## src/rtl/cycle_timer_pkg.sv

```systemverilog
package cycle_timer_pkg;
  typedef enum logic [1:0] {
    SRC_4K  = 2'd0,
    SRC_64  = 2'd1,
    SRC_SEC = 2'd2,
    SRC_MIN = 2'd3
  } src_e;
  localparam int unsigned NUM_SRC = 4;
endpackage

```

## src/rtl/cycle_timer_src_mux.sv

```systemverilog
module cycle_timer_src_mux
  import cycle_timer_pkg::*;
(
  input  logic [NUM_SRC-1:0] ticks_i,
  input  src_e               sel_i,
  output logic               step_o
);
  assign step_o = ticks_i[sel_i];
endmodule

```

## src/rtl/cycle_timer_core.sv

```systemverilog
module cycle_timer_core #(
  parameter int unsigned CNT_W  = 12,
  parameter int unsigned BYTE_W = 8
) (
  input  logic              clk_i,
  input  logic              rst_ni,
  input  logic              lo_we_i,
  input  logic              hi_we_i,
  input  logic [BYTE_W-1:0] wdata_i,
  input  logic              run_i,
  input  logic              step_i,
  output logic [CNT_W-1:0]  count_o,
  output logic [CNT_W-1:0]  preset_o,
  output logic              event_o
);
  localparam int unsigned HI_W = CNT_W - BYTE_W;

  logic [CNT_W-1:0] preset_q, count_q;
  logic             run_q, start;
  logic             unused_wdata;

  assign unused_wdata = ^wdata_i[BYTE_W-1:HI_W];

  always_ff @(posedge clk_i or negedge rst_ni) begin
    if (!rst_ni) begin
      preset_q <= '0;
    end else begin
      if (lo_we_i) preset_q[BYTE_W-1:0]     <= wdata_i;
      if (hi_we_i) preset_q[CNT_W-1:BYTE_W] <= wdata_i[HI_W-1:0];
    end
  end

  assign start   = run_i & ~run_q;
  // terminal step; the start cycle never counts
  assign event_o = run_i & run_q & step_i & (count_q == CNT_W'(1));

  always_ff @(posedge clk_i or negedge rst_ni) begin
    if (!rst_ni) begin
      run_q   <= 1'b0;
      count_q <= '0;
    end else begin
      run_q <= run_i;
      if (start)                count_q <= preset_q;
      else if (event_o)         count_q <= preset_q;
      else if (run_i && step_i) count_q <= count_q - CNT_W'(1); // 0 wraps: preset 0 acts as 4096
    end
  end

  assign count_o  = count_q;
  assign preset_o = preset_q;
endmodule

```

## src/rtl/cycle_timer_irq.sv

```systemverilog
module cycle_timer_irq #(
  parameter int unsigned PULSE_TICKS = 1
) (
  input  logic clk_i,
  input  logic rst_ni,
  input  logic event_i,
  input  logic clr_i,
  input  logic en_i,
  input  logic tick_128_i,
  output logic flag_o,
  output logic irq_no
);
  localparam int unsigned PC_W = (PULSE_TICKS > 1) ? $clog2(PULSE_TICKS) : 1;

  logic            flag_q, active_q;
  logic [PC_W-1:0] pc_q;

  always_ff @(posedge clk_i or negedge rst_ni) begin
    if (!rst_ni)      flag_q <= 1'b0;
    else if (event_i) flag_q <= 1'b1;
    else if (clr_i)   flag_q <= 1'b0;
  end

  always_ff @(posedge clk_i or negedge rst_ni) begin
    if (!rst_ni) begin
      active_q <= 1'b0;
      pc_q     <= '0;
    end else if (!en_i) begin
      active_q <= 1'b0;
      pc_q     <= '0;
    end else if (event_i) begin
      active_q <= 1'b1;
      pc_q     <= '0;
    end else if (active_q && tick_128_i) begin
      if (pc_q == PC_W'(PULSE_TICKS - 1)) begin
        active_q <= 1'b0;
        pc_q     <= '0;
      end else begin
        pc_q <= pc_q + PC_W'(1);
      end
    end
  end

  assign flag_o = flag_q;
  assign irq_no = ~active_q;
endmodule

```

## src/rtl/cycle_timer.sv

```systemverilog
module cycle_timer
  import cycle_timer_pkg::*;
#(
  parameter int unsigned CNT_W       = 12,
  parameter int unsigned BYTE_W      = 8,
  parameter int unsigned PULSE_TICKS = 1
) (
  input  logic              clk_i,
  input  logic              rst_ni,
  input  logic              tick_4k_i,
  input  logic              tick_64_i,
  input  logic              sec_roll_i,
  input  logic              min_roll_i,
  input  logic              tick_128_i,
  input  logic              preset_lo_we_i,
  input  logic              preset_hi_we_i,
  input  logic [BYTE_W-1:0] wdata_i,
  input  logic              run_i,
  input  logic [1:0]        src_sel_i,
  input  logic              flag_clr_i,
  input  logic              irq_en_i,
  output logic [CNT_W-1:0]  count_o,
  output logic              flag_o,
  output logic              irq_no
);
  logic [NUM_SRC-1:0] ticks;
  logic               step_w, event_w;
  logic [CNT_W-1:0]   preset_w;

  assign ticks = {min_roll_i, sec_roll_i, tick_64_i, tick_4k_i};

  cycle_timer_src_mux u_mux (
    .ticks_i (ticks),
    .sel_i   (src_e'(src_sel_i)),
    .step_o  (step_w)
  );

  cycle_timer_core #(.CNT_W(CNT_W), .BYTE_W(BYTE_W)) u_core (
    .clk_i    (clk_i),
    .rst_ni   (rst_ni),
    .lo_we_i  (preset_lo_we_i),
    .hi_we_i  (preset_hi_we_i),
    .wdata_i  (wdata_i),
    .run_i    (run_i),
    .step_i   (step_w),
    .count_o  (count_o),
    .preset_o (preset_w),
    .event_o  (event_w)
  );

  cycle_timer_irq #(.PULSE_TICKS(PULSE_TICKS)) u_irq (
    .clk_i      (clk_i),
    .rst_ni     (rst_ni),
    .event_i    (event_w),
    .clr_i      (flag_clr_i),
    .en_i       (irq_en_i),
    .tick_128_i (tick_128_i),
    .flag_o     (flag_o),
    .irq_no     (irq_no)
  );
endmodule

```

## config.mk

```make
export PLATFORM = sky130hd
export DESIGN_NAME = cycle_timer
export DESIGN_NICKNAME = d
export VERILOG_FILES = /design/src/rtl/cycle_timer_pkg.sv /design/src/rtl/cycle_timer_src_mux.sv /design/src/rtl/cycle_timer_core.sv /design/src/rtl/cycle_timer_irq.sv /design/src/rtl/cycle_timer.sv
export SDC_FILE = /design/constraint.sdc
export NUM_CORES = 1
export LEC_CHECK = 0
export ABC_CLOCK_PERIOD_IN_PS = 3080
export BUFFER_PORTS_ARGS = -buffer_cell sky130_fd_sc_hd__buf_2
export CAP_MARGIN = 15
export CORE_UTILIZATION = 30
export DETAILED_ROUTE_END_ITERATION = 16
export PLACE_DENSITY = 0.51
export SYNTH_ARGS = -nofsm -noshare
export SYNTH_HDL_FRONTEND = slang
export SYNTH_SLANG_ARGS = --single-unit
```

## constraint.sdc

```tcl
create_clock -name clk_i -period 3.08 [get_ports clk_i]
set_input_delay 0.616 -clock clk_i [delete_from_list [all_inputs] [get_ports clk_i]]
set_output_delay 0.616 -clock clk_i [all_outputs]
set_load 0.1 [all_outputs]
```

Word-level counts from Yosys, hierarchy flattened:

Index checks and enable logic that the tools add are counted.

* memory bits (writable): 0
* memories kept: 0
* memory bits (read-only): 0
* logic and storage cells: 39
* bits in latches: 0
* register bits after elaboration: 28
* output and inout port bits: 14

* muxes and demuxes: 15
* multiply operators: 0
* reductions and logical operators: 5
* add/subtract/negate cells: 2
* divide/modulo/power cells: 0
* bitwise logic cells: 6
* eq/ne operators: 3
* $lt $le $gt $ge: 1
* shifts and indexed selects: 0

Operators with widths (number)
* $mux W12: 3
* $eq A12 B1 Y1 const B: 1
* $sub A12 B1 Y12 const B: 1
* $mux W1: 11
* $and A1 B1 Y1: 4
* $lt A2 B3 Y1 const B: 1
* $ne A3 B1 Y1 const B: 1
* $ne A3 B3 Y1 const B: 1
* $reduce_bool A3 Y1: 1
* $bmux W1 S2: 1
* $logic_and A1 B1 Y1: 2
* $not A1 Y1: 2
* $reduce_and A2 Y1: 1
* $reduce_bool A2 Y1: 1
* $add A1 B1 Y1 const B: 1

Longest topological paths before layout:

Gate-level depths: netlist (run 1).

* depth in word-level cells: 6
* mapped depth: 8
* mapped depth without buffers: 7

By module:

A second synthesis (run 1) with hierarchy kept.

* cells, all modules: 136
* area, all modules: 1481.4 um2

By module, submodules not included
* cycle_timer_core: seq. area each 625.6 um2, cells each 128, area each 1380.1 um2, times used 1
* cycle_timer_irq: seq. area each 50.0 um2, cells each 7, area each 78.8 um2, times used 1
* cycle_timer_src_mux: seq. area each 0.0 um2, cells each 1, area each 22.5 um2, times used 1

Least setup slack after synthesis (run 1):

OpenSTA, ideal clock, no wires.

* path type: reg-to-reg
* start: reg u_core.count_q[6] (netlist: u_core.count_o[6])
* end: reg u_core.count_q[7] (netlist: u_core.count_o[7])
* setup time: 139 ps
* required time: 2941 ps
* arrival: 2523 ps
* clock period less this slack: 2662 ps
* buffers on the path: 1
* path slack: 418 ps
* stages on the path, launching flop included: 7
* path through: dfrtp_1 > or4_4 > or4_4 > o21a_1 > buf_6 > mux2i_1 > a22oi_1

* longest elaborated chain between the ends: 4
* elaborated cells between the ends (all ways): 7
* those cells by class: add/sub (1); eq/ne (1); mux (3); bitwise (1); reduce/logical (1)

Ends and longest elaborated chain
* start, declared: RTL line cycle_timer_core.sv:18 `logic [CNT_W-1:0] preset_q, count_q;`
* start signal, assigned: RTL line cycle_timer_core.sv:43 `if (start) count_q <= preset_q;`
* start signal, assigned: RTL line cycle_timer_core.sv:44 `else if (event_o) count_q <= preset_q;`
* start signal, assigned: RTL line cycle_timer_core.sv:45 `else if (run_i && step_i) count_q <= count_q - CNT_W'(1);`
* $sub A12 B1 Y12 / $eq A12 B1 Y1 (equally long branches): RTL line cycle_timer_core.sv:45, cycle_timer_core.sv:35
* $mux W12 / $and A1 B1 Y1 (equally long branches): RTL line cycle_timer_core.sv:45, cycle_timer_core.sv:35
* $mux W12: RTL line cycle_timer_core.sv:44
* $mux W12: RTL line cycle_timer_core.sv:43

Several ways; a longest one is shown, not always the timed one. The select of a mux whose other input is x is not followed.
A chain may end at the register's enable or synchronous reset.

Final worst setup path (run 1):

Ends and elaborated chain as after synthesis.

==> flow_summary_export.csv, run 1 <==
group,metric,value,unit
run_status,status,"finished, final reports clean",
sta,worstMarginPinSlew,609,ps
sta,final-hold-violation-count,0,
sta,fin_worst_skew,12.0,ps
setup_path,worst_r2r_path_depth,5,
setup_path,crit_required,3280,ps
power_and_ir_drop,leakagePower,0.000727,uW
final_layout,areaGrowthSynthToFinish,19.0,%
final_layout,multiInputGateArea,671,sq um
worst_hold_path,hold_path.class,"in2async",
final_layout,nets,190,
setup_path,cp_slowest_cell,"or4_4",
clock_network,ctsHoldBuffers,0,
place,post_dp_cell_area,1610,sq um
clock_network,clock-sinks,27,
clock_network,cts_setup_buffers,0,
power_and_ir_drop,power_density,769,nW/um^2
clock_network,cts_resized,0,
sta,timing.hold.ws,326,ps
setup_path,path_max_fanout,14,
clock_network,cts_made_buffers,3,
drt,vias,1120,
drt,drt-initial-drc-count,35,
place,numPortBuffers,35,
place,dp_hpwl,2430,um
setup_path,critical_path.most_common_cell,"or4_4",
drt,drc_errors,0,
setup_path,crit_type,"reg2reg",
logic_synthesis,synth_nets,155,
clock_network,tritoncts,"built",
setup_path,cp_cell_sequence,"or4_4, or4_4, o21ai_2, o21ai_0, a22oi_1",
setup_path,cp_data_arrival_time,2670,ps
final_layout,final_common_cell,"buf_2",
setup_path,endpoint_kind,"register",
sta,fin_crit,2480,ps
die,start_util,0.317,
sta,max-slew-margin-rel,0.594,
clock_network,clock_latency,280,ps
job,maxCapViolations,0,
setup_path,critPathMaxStageDelay,580,ps
logic_synthesis,syn_area_per_cell,10.7,sq um
place,routabilityCongestion,0.782,
die,fp.coreArea,4410,sq um
drt,vias_per_cell,5.16,
global_route,grt_start_max_net_pins,28,
logic_synthesis,yosys_warnings,0,
sta,rsz0062_at_grt,"false",
global_route,grt_usage,0.143,
sta,period_share,0.804,
setup_path,worst_setup_path_start_kind,"register",
die,die_w,70.3,um
global_route,overflow,0,
sta,setup_tns,0,ps
place,pre_cts_slack,614,ps
logic_synthesis,syn_inst,131,
global_route,grt_pass1_vias,1167,
final_layout,seq_area,676,sq um
final_layout,layout_common_cells,"35 x buf_2, 27 x dfrtp_1, 14 x mux2_2",
logic_synthesis,synth-edff-count,0,
drt,drt_first_pass_iters,4,
final_layout,fillerInstances,444,
global_route,antenna_found_initial,0,
logic_synthesis,syn_area,1400,sq um
sta,setup_viol,0,
final_layout,final_cell_area,1660,sq um
power_and_ir_drop,ir_drop,417,uV
drt,wl_per_cell,14.8,um
die,dieArea,4940,sq um
drt,ant_nets,0,
clock_network,h-tree-depth,1,
clock_network,clkTransAtPathRegs,110,ps
final_layout,diodes,0,
logic_synthesis,synth.distinct_cells,37,
die,rows,24,
clock_network,root_buffer,"clkbuf_8",
logic_synthesis,ys_async_sr_fraction,1.00,
drt,wl,3220,um
sta,max_freq,404,MHz
die,io_pins,36,
global_route,grt_pass1_wl,5630,um
logic_synthesis,ys_ff_latch,27,
die,dieHeight,70.3,um
clock_network,cts_buffer_depth,2,
final_layout,drive_gt1_frac,0.370,
logic_synthesis,ys.flop_type,"dfrtp_1",
sta,setup_ws,604,ps
sta,drv_slew,0,
logic_synthesis,synth_seq_area_share,0.483,
-- critical path, delay by kind of cell (launching register included) --
kind | cells | cell delay, ps
flops | 1 | 430
simple gates | 2 | 1130
compound gates | 3 | 830
-- logic make-up after synthesis --
group                      after synthesis  synth area share
and+or+nand+nor                         45             0.172
DFF                                     27             0.483
AOI/OAI and AO/OA                       24             0.123
muxes                                   19             0.149
buffers and inverters                   11            0.0367
xor gates and xnor gates                 3            0.0188
adders and majority gates                2            0.0179
-- cell type report --
cell class	count	share of cell area
clock buffers	3	0.0248
clock inverters	1	0.00527
inverters	5	0.0113
multi-input cells	93	0.403
flip-flops and latches	27	0.406
well taps	52	0.0391
repair buffers	36	0.110
-- through the flow --
stage	std cells	util	total power [uW]
floorplan	131	-	948
global placement	213	0.365	1060
detailed placement	213	0.365	1070
CTS	217	0.377	1290
global route	217	0.377	1350
finish	217	0.377	1280
-- report_power, final --
part / switching, uW / internal, uW
clock network: 124 / 95.2
logic: 442 / 124
registers: 78.6 / 414
-- sequential cells by signal, summed over array words and instances, names as in the netlist --
register	flops
u_core.count_o	12
u_core.preset_o	12
u_core.run_q	1
u_irq.active_q	1
u_irq.flag_o	1
-- synth_stat cells (all sizes together), types with 2 or more instances --
cell type,count,area [sq um]
dfrtp,27,676
nand2b,2,12.5
a21oi,2,17.5
a2bb2oi,2,17.5
inv,5,18.8
nand2,11,41.3
o311ai,2,17.5
xnor2,3,26.3
nand3,9,45.0
ha,2,25.0
nor4,3,18.8
nor3,3,15.0
mux2,14,158
or2,2,12.5
mux2i,5,50.1
buf,3,21.3
nor2,6,22.5
a22oi,2,15.0
o21ai,11,58.8
clkbuf,3,11.3
or4,4,37.5
-- per-layer routing --
metal / GRT usage / up-vias / wire length [um]
met1: 0.191 / 541 / 1480
met2: 0.240 / 31 / 1590
li1: - / 546 / -
met5: 0 / - / 0
met4: 0.0133 / 0 / 15
met3: 0.0361 / 2 / 137
-- worst paths after layout --
kind	slack (ps)	startpoint	end
setup / recovery	600	u_core.count_o[6]	u_core.count_o[7]
hold / removal	330	rst_ni	u_core.count_o[11]
setup reg to reg	600	u_core.count_o[6]	u_core.count_o[7]
hold reg to reg	510	u_core.preset_o[7]	u_core.preset_o[7]
max in group asynchronous	2350	rst_ni	u_core.preset_o[7]
min in group clk_i	490	run_i	u_core.run_q
Power figures use the tool's default switching activity.
==> run 2, diff against run 1 <==
ABC_CLOCK_PERIOD_IN_PS = 2400   (was 3080)
clock period = 2.4 ns   (was 3.08 ns; I/O delays follow)
==> flow_summary_export.csv, run 2 (synthesized netlist as in run 1, its figures left out) <==
group,metric,value,unit
final_layout,final_common_cell,"buf_2",
global_route,antenna_found_initial,0,
die,io_pins,36,
setup_path,endpoint_kind,"register",
setup_path,cp_cell_sequence,"or4_4, or4_4, o21a_2, mux2i_1, a2bb2oi_1",
clock_network,h-tree-depth,1,
drt,ant_nets,0,
die,fp.coreArea,4410,sq um
sta,drv_slew,0,
final_layout,fillerInstances,471,
place,dpl.cell_count,215,
power_and_ir_drop,intPower,826,uW
sta,final-hold-violation-count,0,
setup_path,r2r-start,"u_core.count_o[5]",
sta,fin_worst_skew,4.62,ps
sta,setup_viol,0,
drt,wl,3160,um
sta,max_freq,438,MHz
drt,vias_per_cell,5.14,
setup_path,cp_data_arrival_time,2430,ps
clock_network,cts_setup_buffers,0,
clock_network,clock-sinks,27,
power_and_ir_drop,seqPwrFrac,0.396,
sta,period_share,0.951,
clock_network,cts_buffer_depth,2,
final_layout,drive_gt1_frac,0.437,
place,numPortBuffers,35,
job,maxCapViolations,0,
final_layout,nets,192,
sta,worstMarginPinSlew,613,ps
drt,drt_first_pass_iters,4,
setup_path,worst_setup_path_start_kind,"register",
power_and_ir_drop,power_density,965,nW/um^2
clock_network,clock_latency,270,ps
global_route,grt_start_max_net_pins,28,
clock_network,tritoncts,"built",
setup_path,cp-startpoint,"u_core.count_o[5]",
global_route,grt_pass1_wl,5560,um
power_and_ir_drop,leakagePower,0.000724,uW
power_and_ir_drop,p_comb_frac,0.448,
power_and_ir_drop,p_sw,806,uW
final_layout,diodes,0,
clock_network,clkTransAtPathRegs,90,ps
clock_network,ctsHoldBuffers,0,
drt,drc_errors,0,
sta,fin_crit,2280,ps
drt,wl_per_cell,14.4,um
drt,vias,1125,
sta,max-slew-margin-rel,0.591,
global_route,overflow,0,
place,routabilityCongestion,0.767,
setup_path,critical_path.most_common_cell,"or4_4",
die,dieHeight,70.3,um
setup_path,crit_type,"reg2reg",
setup_path,cp_slowest_cell,"or4_4",
global_route,grt_pass1_vias,1171,
run_status,status,"finished, final reports clean",
global_route,grt_usage,0.141,
setup_path,crit_required,2550,ps
drt,drt-initial-drc-count,54,
die,start_util,0.317,
place,dp_hpwl,2420,um
die,rows,24,
final_layout,fin_cells,219,
clock_network,cts_made_buffers,3,
final_layout,layout_common_cells,"35 x buf_2, 17 x dfrtp_1, 14 x mux2_2",
sta,setup_tns,0,ps
sta,rsz0062_at_grt,"false",
setup_path,path_max_fanout,10,
clock_network,cts_resized,0,
die,dieArea,4940,sq um
power_and_ir_drop,pwr-share-clk,0.156,
power_and_ir_drop,ir_drop,259,uV
die,die_w,70.3,um
clock_network,root_buffer,"clkbuf_8",
power_and_ir_drop,switching_share,0.494,
worst_hold_path,hold_path.class,"in2async",
final_layout,areaGrowthSynthToFinish,21.0,%
setup_path,critPathMaxStageDelay,580,ps
-- run 2: worst paths after layout --
check | slack, ps | to | cells after the start
setup / recovery | 120 | u_core.count_o[4] | 5
min in group clk_i | 380 | u_core.run_q | 1
setup reg to reg | 120 | u_core.count_o[4] | 5
max in group asynchronous | 1730 | u_core.count_o[5] | 1
hold reg to reg | 510 | u_core.count_o[10] | 2
hold / removal | 210 | u_core.run_q | 1
-- run 2: layout make-up --
type / instances / area, sq um / share of cell area
flip-flops and latches: 27 / 693 / 0.410
multi-input cells: 93 / 672 / 0.397
repair buffers: 38 / 198 / 0.117
well taps: 52 / 65.1 / 0.0385
clock buffers: 4 / 45.0 / 0.0266
inverters: 5 / 18.8 / 0.0111
-- run 2: power by group through the flow --
stage / combinational [uW] / sequential [uW] / clock [uW]
after floorplan: 184 / 1050 / 0
after global placement: 728 / 651 / 0
after detailed placement: 734 / 657 / 0
after CTS: 736 / 646 / 264
after global routing: 773 / 661 / 287
final: 731 / 646 / 254
-- run 2: routing by layer --
| layer | GRT usage | up-vias | routed length [um] |
|---|---|---|---|
| li1 | - | 550 | - |
| met1 | 0.190 | 541 | 1500 |
| met2 | 0.231 | 32 | 1510 |
| met3 | 0.0260 | 2 | 138 |
| met4 | 0.0400 | 0 | 19 |
| met5 | 0 | - | 0 |
-- run 2: worst max-delay path, delay by kind of cell (launching register included) --
family             cells  cell delay (ps)
muxes                  1              200
AOI/OAI and AO/OA      2              420
DFF                    1              520
and+or+nand+nor        2             1030
-- run 2: stage by stage --
stage	total power [uW]	setup slack (ps)	area, sq um	hold slack (ps)	utilization
after floorplan	1230	66.5	1420	184	-
after global placement	1380	124	1650	472	0.373
after detailed placement	1390	42.2	1650	500	0.373
after CTS	1650	27.5	1690	235	0.383
after global routing	1720	10.0	1690	262	0.383
final	1630	117	1690	211	0.383
==> run 3, diff against run 2 <==
PLACE_DENSITY = default   (was 0.51)
==> flow_summary_export.csv, run 3 (synthesized netlist as in run 1, its figures left out) <==
group,metric,value,unit
sta,final-hold-violation-count,0,
setup_path,r2r_setup_slack,130,ps
clock_network,ctsHoldBuffers,0,
final_layout,seq_area,693,sq um
final_layout,final_cell_area,1690,sq um
clock_network,clock-sinks,27,
final_layout,areaGrowthSynthToFinish,20.9,%
job,maxCapViolations,0,
die,fp.coreArea,4410,sq um
drt,vias_per_cell,5.30,
global_route,grt_pass1_vias,1137,
final_layout,nets,191,
setup_path,crit_required,2600,ps
clock_network,h-tree-depth,1,
global_route,antenna_found_initial,0,
die,start_util,0.317,
sta,rsz0062_at_grt,"false",
place,dp_hpwl,2410,um
place,post_dp_cell_area,1640,sq um
setup_path,critical_path.most_common_cell,"or4_4",
global_route,grt_start_max_net_pins,28,
sta,drv_slew,0,
drt,dr.max_layer_used,"met4",
die,dieArea,4940,sq um
die,dieHeight,70.3,um
power_and_ir_drop,power_density,980,nW/um^2
final_layout,drive_gt1_frac,0.440,
global_route,grt_pass1_wl,5350,um
sta,fin_crit,2270,ps
clock_network,root_buffer,"clkbuf_8",
sta,period_share,0.948,
drt,drt_first_pass_iters,4,
drt,wl_met1,1390,um
clock_network,cts_buffer_depth,2,
setup_path,endpoint_kind,"register",
place,dpl.cell_count,214,
worst_hold_path,hold_path.class,"in2async",
sta,worstMarginPinSlew,625,ps
final_layout,layout_common_cells,"35 x buf_2, 17 x dfrtp_1, 14 x mux2_2",
die,rows,24,
power_and_ir_drop,ir_drop,314,uV
drt,drt-initial-drc-count,54,
clock_network,tritoncts,"built",
setup_path,path_max_fanout,10,
final_layout,diodes,0,
place,numPortBuffers,35,
power_and_ir_drop,leakagePower,0.000722,uW
setup_path,cp_data_arrival_time,2480,ps
setup_path,cp_slowest_cell,"or4_4",
final_layout,final_common_cell,"buf_2",
setup_path,critPathMaxStageDelay,570,ps
setup_path,cpLargestDelayFamily,"simple AND/OR/NAND/NOR gates",
clock_network,clkTransAtPathRegs,100,ps
drt,wl_met2,1550,um
final_layout,multiInputGateArea,672,sq um
setup_path,path_buf_inv,0,
final_layout,fin_cells,218,
place,routabilityCongestion,0.806,
sta,setup_tns,0,ps
die,io_pins,36,
drt,routed-wl-met3,192,um
setup_path,crit_type,"reg2reg",
global_route,grt_usage,0.136,
setup_path,worst_r2r_path_depth,5,
drt,ant_nets,0,
clock_network,clock_latency,280,ps
sta,setup_viol,0,
die,die_w,70.3,um
drt,vias,1155,
power_and_ir_drop,fin_total_pwr,1660,uW
setup_path,r2r-start,"u_core.count_o[5]",
setup_path,worst_setup_path_start_kind,"register",
final_layout,fin_util,0.383,
setup_path,r2r-end,"u_core.count_o[11]",
sta,fin_worst_skew,2.53,ps
global_route,overflow,0,
drt,drc_errors,0,
sta,max-slew-margin-rel,0.584,
setup_path,cp_cell_sequence,"or4_4, or4_4, o21a_2, mux2i_1, a2bb2oi_1",
sta,max_freq,440,MHz
final_layout,fillerInstances,445,
drt,wl_per_cell,14.5,um
clock_network,cts_made_buffers,3,
drt,wl,3170,um
run_status,status,"finished, final reports clean",
run 3: cell types whose count changed in the layout (fill, tap and decap cells not counted), sizes merged:
cell    delta
inv        +1
clkbuf     -1
buf        -1
run 3: cell type report:
type                    count  share of cell area
repair buffers             37               0.113
well taps                  52              0.0385
flip-flops and latches     27               0.410
clock buffers               3              0.0244
multi-input cells          93               0.398
clock inverters             1             0.00519
inverters                   5              0.0111
run 3: repair_timing:
action | CTS | global route
resized for setup | 0 | 1
buffers inserted | 0 | 0
endpoints found under the setup margin | 0 | 2
run 3: worst reg2reg max path, stage by stage (launching register included):
cell	delay, ps
dfrtp_4	520
or4_4	570
or4_4	450
o21a_2	330
mux2i_1	150
a2bb2oi_1	180
run 3: metrics by stage:
step / setup WS, ps / hold slack (ps)
after global placement: 122 / 476
after floorplan: 66.5 / 184
after detailed placement: 73.1 / 496
after global routing: 50.8 / 241
after CTS: 52.1 / 218
final: 125 / 195
run 3: worst max-delay path by stage:
stage,to,from,depth (start not counted),slack [ps]
after floorplan,u_core.count_o[7],u_core.count_o[1],8,70
after global placement,u_core.count_o[7],u_core.count_o[5],5,120
after detailed placement,u_core.count_o[7],u_core.count_o[5],5,70
after CTS,u_core.count_o[11],u_core.count_o[5],5,50
after global routing,u_core.count_o[1],u_core.count_o[5],6,50
final,u_core.count_o[11],u_core.count_o[5],5,130
run 3: layer usage:
metal | track usage | vias up
met3 | 0.0375 | 5
li1 | - | 546
met4 | 0.0467 | 0
met5 | 0 | -
met2 | 0.222 | 40
met1 | 0.172 | 564
run 3: power by group:
part           switching, uW  internal, uW
clock network            159           122
registers                103           544
logic                    565           162
total                    827           828
